### config.mk
export PLATFORM = sky130hd
export DESIGN_NAME = pix_lane_serializer
export DESIGN_NICKNAME = d
export VERILOG_FILES = /design/src/rtl/pix_lane_serializer.sv
export SDC_FILE = /design/constraint.sdc
export NUM_CORES = 1
export LEC_CHECK = 0
export ABC_AREA = 1
export BUFFER_PORTS_ARGS = -buffer_cell sky130_fd_sc_hd__buf_2
export CORE_ASPECT_RATIO = 0.6
export CORE_MARGIN = 10
export CORE_UTILIZATION = 49
export CTS_BUF_LIST = sky130_fd_sc_hd__clkbuf_2
export DETAILED_ROUTE_END_ITERATION = 10
export PLACE_DENSITY = 0.76
export SLEW_MARGIN = 20
export SYNTH_ARGS = -nofsm -noshare
export SYNTH_HDL_FRONTEND = slang
export SYNTH_SLANG_ARGS = --single-unit
### constraint.sdc
create_clock -name clk -period 1.4 [get_ports clk]
set_clock_uncertainty 0.05 [all_clocks]
set_input_delay 0.07 -clock clk [delete_from_list [all_inputs] [get_ports clk]]
set_output_delay 0.07 -clock clk [all_outputs]
set_load 0.005 [all_outputs]
### src/rtl/pix_lane_serializer.sv
module pix_lane_serializer #(
  parameter int DW    = 10,
  parameter int LANES = 4
) (
  input  logic                clk,
  input  logic                rst_n,
  input  logic                in_valid,
  input  logic [LANES*DW-1:0] in_data,
  input  logic                in_sof,
  input  logic                in_eol,
  input  logic                in_eof,
  output logic [DW-1:0]       out_data,
  output logic                out_fv,
  output logic                out_lv,
  output logic                out_ovf
);
  localparam int PW = (LANES > 1) ? $clog2(LANES) : 1;
  localparam logic [PW-1:0] LAST = PW'(LANES - 1);

  logic [LANES*DW-1:0] hold_q;
  logic [PW-1:0]       phase_q;
  logic                busy_q, eol_q, eof_q, fv_q, ovf_q;

  wire line_end  = in_eol | in_eof;
  wire in_frame  = fv_q | in_sof;
  wire at_last   = busy_q && (phase_q == LAST);
  wire slot_free = !busy_q || (at_last && !eol_q);
  wire take      = in_valid && in_frame && slot_free;
  wire clash     = in_valid && in_frame && !slot_free;

  always_ff @(posedge clk or negedge rst_n) begin
    if (!rst_n) begin
      hold_q  <= '0;
      phase_q <= '0;
      busy_q  <= 1'b0;
      eol_q   <= 1'b0;
      eof_q   <= 1'b0;
      fv_q    <= 1'b0;
    end else if (take) begin
      hold_q  <= in_data;
      phase_q <= '0;
      busy_q  <= 1'b1;
      eol_q   <= line_end;
      eof_q   <= in_eof;
      if (in_sof) fv_q <= 1'b1;
    end else if (at_last) begin
      busy_q <= 1'b0;
      if (eof_q) fv_q <= 1'b0;
    end else if (busy_q) begin
      phase_q <= phase_q + 1'b1;
    end
  end

  always_ff @(posedge clk or negedge rst_n) begin
    if (!rst_n)     ovf_q <= 1'b0;
    else if (clash) ovf_q <= 1'b1;
  end

  assign out_data = busy_q ? hold_q[int'(phase_q)*DW +: DW] : '0;
  assign out_lv   = busy_q;
  assign out_fv   = fv_q;
  assign out_ovf  = ovf_q;
endmodule

### After elaboration in Yosys (flattened, before gate mapping)

Index checks and enable logic that the tools add are counted.

| storage, ports and cells | value |
|---|---|
| logic and storage cells | 39 |
| output and inout port bits | 13 |
| bits in registers | 47 |

| operators by class | value |
|---|---|
| multiply operators | 1 |
| multiplexer cells | 10 |
| shifts and indexed selects | 1 |
| bitwise operators | 2 |
| reduce and logical (&&, ||, !) cells | 14 |
| $add $sub $neg | 1 |
| equality and inequality tests | 3 |

Operators with widths:

| operator | number |
|---|---|
| $shiftx A40 B7 Y10 | 1 |
| $mux W10 | 1 |
| $mux W1 | 6 |
| $mux W2 | 3 |
| $reduce_bool A2 Y1 | 3 |
| $logic_and A1 B1 Y1 | 5 |
| $mul A2 B3 Y5 const B | 1 |
| $logic_not A1 Y1 | 3 |
| $reduce_and A3 Y1 | 1 |
| $add A2 B1 Y2 const B | 1 |
| $eq A2 B2 Y1 const B | 1 |
| $ne A2 B1 Y1 const B | 1 |
| $ne A2 B2 Y1 const B | 1 |
| $or A1 B1 Y1 | 2 |
| $reduce_and A2 Y1 | 1 |
| $logic_or A1 B1 Y1 | 1 |

### Longest topological paths before layout

| logic depth | value |
|---|---|
| depth after elaboration | 7 |
| depth in mapped cells | 8 |
| depth with buffers taken out | 7 |

### Least setup slack after synthesis

No wires, ideal clock.

| timing | value |
|---|---|
| kind | reg2reg |
| start point | reg phase_q[0] |
| end point | reg hold_q[0] |
| required time | 1.234 ns |
| period minus slack after synthesis | 1.310 ns |
| path slack | 0.090 ns |
| path buffers | 1 |
| stages on the path, launching flop included | 9 |
| data arrival time | 1.144 ns |
| path through | dfrtp_1 > ha_1 > nand2_1 > nand2_1 > nand2_4 > inv_4 > buf_6 > nand2_1 > nand2_1 |

| between the ends | value |
|---|---|
| word-level cells in the longest chain between the ends | 5 |

Ends and longest elaborated chain:

| what | RTL line | source |
|---|---|---|
| start: declaration | 21 | `logic [PW-1:0] phase_q;` |
| start signal: assignment | 50 | `phase_q <= phase_q + 1'b1;` |
| $eq A2 B2 Y1 | 26 | `wire at_last = busy_q && (phase_q == LAST);` |
| $logic_and A1 B1 Y1 | 26 |  |
| $logic_and A1 B1 Y1 | 27 | `wire slot_free = !busy_q \|\| (at_last && !eol_q);` |
| $logic_or A1 B1 Y1 | 27 |  |
| $logic_and A1 B1 Y1 | 28 | `wire take = in_valid && in_frame && slot_free;` |
| end signal: assignment | 40 | `hold_q <= in_data;` |
| end: declaration | 20 | `logic [LANES*DW-1:0] hold_q;` |

No other way between the ends.
A chain may end at the register's enable or synchronous reset.

### Worst setup path after layout

| timing | value |
|---|---|
| start point | reg phase_q[0] |
| end point | out out_data[8] |

| between the ends | value |
|---|---|
| word-level cells in the longest chain between the ends | 3 |

Ends and longest elaborated chain:

| what | RTL line | source |
|---|---|---|
| $mul A2 B3 Y5 | 59 | `assign out_data = busy_q ? hold_q[int'(phase_q)*DW +: DW] : '0;` |
| $shiftx A40 B7 Y10 | 59 |  |
| $mux W10 | 59 |  |
| end: declaration | 12 | `output logic [DW-1:0] out_data,` |

No other way between the ends.

==> impl_metrics.yaml <==
run_status:
  outcome: "complete, but fails checks"
  violations: "setup timing"
power:
  p_total_mw: 7.285
  pwr_density_cell_nw_per_um2: 1995
  vdd_drop_max_mv: 0.9541
  leakagePower_nw: 1.877
synth:
  synth_area_leader_cell: "dfrtp_1"
  synth_area_um2: 2197
  synth_edf_count: 0
  synthFlopType: "dfrtp_1"
  ys_ff_latch: 47
  netlist_instances: 286
  ys_warn_count: 0
  ys_async_sr_fraction_pct: 100.0
  syn_nets: 333
  synth_most_common_cell: "nand2_1"
  post_synth.cell_area_avg_um2: 7.682
  synth_seq_area_share_pct: 53.53
  synthTopCellsByArea: "dfrtp_1, nand2_1, nor2_1, o21ai_0, a21oi_1"
  synthDistinctLibCells: 17
  ys_top_cells_by_count: "nand2_1, dfrtp_1, nor2_1"
  synth.top_cell.area_share_pct: 53.53
hold_path:
  hold_class: "input pin to asynchronous set/reset pin"
clock_network:
  cts_buffers: 5
  cts.clk_slew.worst_paths_ns: 0.25
  clock_path_buffers: 2
  cts.sinks: 47
  cts_tree: "done"
  cts_root_buf: "clkbuf_2"
  clk_latency_ns: 0.44
  ctsHtreeMaxLevel: 2
routing:
  drt_pre_antenna_iters: 5
  drt_iter0_drc: 341
  vias: 2499
  drc: 0
  routedWlPerCell_um: 18.22
  vias_per_cell: 5.272
  wl_um: 8636
  drtAntennaViolNets: 0
placed_design:
  portBuffers: 58
  place_hpwl_um: 4109
  gp_congestion: 0.8188
worst_setup_path:
  end_kind: "output port"
  crit_type: "register to output port"
  startpoint_type: "register"
  critPathRequiredTime_ns: 1.28
  cp.arrival_ns: 1.79
  path_max_fanout: 5
layout:
  syn_to_final_growth_pct: 66.23
  diodes: 0
  nets: 460
  drive_above_1_share_pct: 37.92
  post-route-util_pct: 86.72
  nFillCells: 212
grt:
  grt_pass1_vias: 2440
  grt_max_degree: 48
  groute.usage.overall_pct: 19.17
  antenna_found_initial: 0
  grt_pass1_wl_um: 11890
  gr-total-overflow: 0
timing:
  drv_slew: 0
  max_freq_mhz: 522.8
  grt_setup_unrepaired: "true"
  slew-limit-headroom_pct: 62.67
  period_share_pct: 136.6
  period_minus_slack_ns: 1.913
  hold-worst-slack_ns: 0.03045
  setup_slack_ns: -0.5127
  worst_pin_slew_ns: 0.5540
  setup_viol: 56
  hold_violations: 0
floorplanning:
  dieArea_um2: 7650
  ios: 59
  die-height_um: 71.87
  die_w_um: 106.4
  rows: 18
  core-area_um2: 4212
  initial_core_util_pct: 52.17
flow_run:
  drv_cap: 0
[registers in the layout, summed over array words and instances (netlist names)]
name	cells
hold_q	40
out_fv	1
eol_q	1
out_ovf	1
phase_q	2
eof_q	1
out_lv	1
[placed cells by master, fill, tap and decap left out, types with 6 or more instances in the layout]
cell           netlist  final
nand2_1            131    107
buf_2                5     58
dfrtp_1             47     47
dlygate4sd3_1        0     45
nor2_1              41     23
nand2_2              0     22
o21ai_1              0     17
nor2_2               1     15
buf_4                2      9
a21oi_1             12      8
buf_12               0      7
inv_1                8      6
clkbuf_2             0      6
buf_6                4      6
[metrics by stage]
step | cell area [um^2] | setup slack [ns] | setup TNS [ns] | instances
after global routing | 3652 | -0.6211 | -18.09 | 474
after CTS | 3341 | -0.3579 | -6.777 | 466
after detailed placement | 2575 | -0.1438 | -2.618 | 399
after floorplan | 2197 | 0.08989 | 0 | 286
after global placement | 2575 | -0.06302 | -0.1155 | 399
final | 3652 | -0.5127 | -14.81 | 474
[power by group]
| group | switching, mW | internal, mW |
|---|---|---|
| logic | 2.37 | 1.92 |
| registers | 0.444 | 1.97 |
| clock network | 0.454 | 0.127 |
| total | 3.27 | 4.02 |
[per-layer routing]
metal	GRT usage, %	part of all wire [%]
met3	5.625	11
met2	30.40	45
met4	3.587	1.3
met5	0	0
met1	25.63	42
[repair_timing]
action	in CTS	in global routing
buffers inserted	7	5
setup endpoints to repair	54	56
cloned	7	5
hold buffers	45	0
gates resized for setup	50	62
endpoints found under the hold margin	91	0
pin swaps	11	16
[critical path, cell delays in order (launching register included)]
cell     delay (ns)
dfrtp_1        0.45
buf_4          0.16
buf_4          0.16
nor2_1         0.14
nor2_1         0.05
o21ai_1        0.14
a21oi_2        0.12
buf_2          0.15
[cell type report]
| cell class | count | area [um^2] | share of cell area (%) |
|---|---|---|---|
| timing repair inverter | 4 | 50.05 | 1.370 |
| tap | 60 | 75.07 | 2.056 |
| inverter | 9 | 53.80 | 1.473 |
| multi-input combinational | 215 | 1086 | 29.74 |
| clock buffer | 6 | 30.03 | 0.8222 |
| clock inverter | 2 | 12.51 | 0.3426 |
| timing repair buffer | 131 | 1169 | 32.00 |
| sequential | 47 | 1176 | 32.20 |
[path summary, 6_finish.rpt]
| kind | startpoint | endpoint | slack, ns | depth (start not counted) |
|---|---|---|---|---|
| setup / recovery | phase_q[0] | out_data[8] | -0.51 | 7 |
| hold / removal | rst_n | hold_q[37] | 0.03 | 3 |
| setup reg to reg | phase_q[1] | hold_q[22] | -0.30 | 10 |
| hold reg to reg | hold_q[34] | hold_q[34] | 0.47 | 2 |
| max in group asynchronous | rst_n | hold_q[25] | 1.05 | 3 |
| min in group clk | in_data[13] | hold_q[13] | 0.27 | 4 |
[cells by family after synthesis]
| group | count (synthesis) | synth area share [%] |
|---|---|---|
| flip-flops | 47 | 53.53 |
| buffers and inverters | 24 | 6.207 |
| adder cells (fa/ha/maj) | 1 | 0.5694 |
| AO/OA/AOI/OAI | 38 | 8.770 |
| AND/OR/NAND/NOR | 176 | 30.92 |
(Power assumes the default switching activity.)
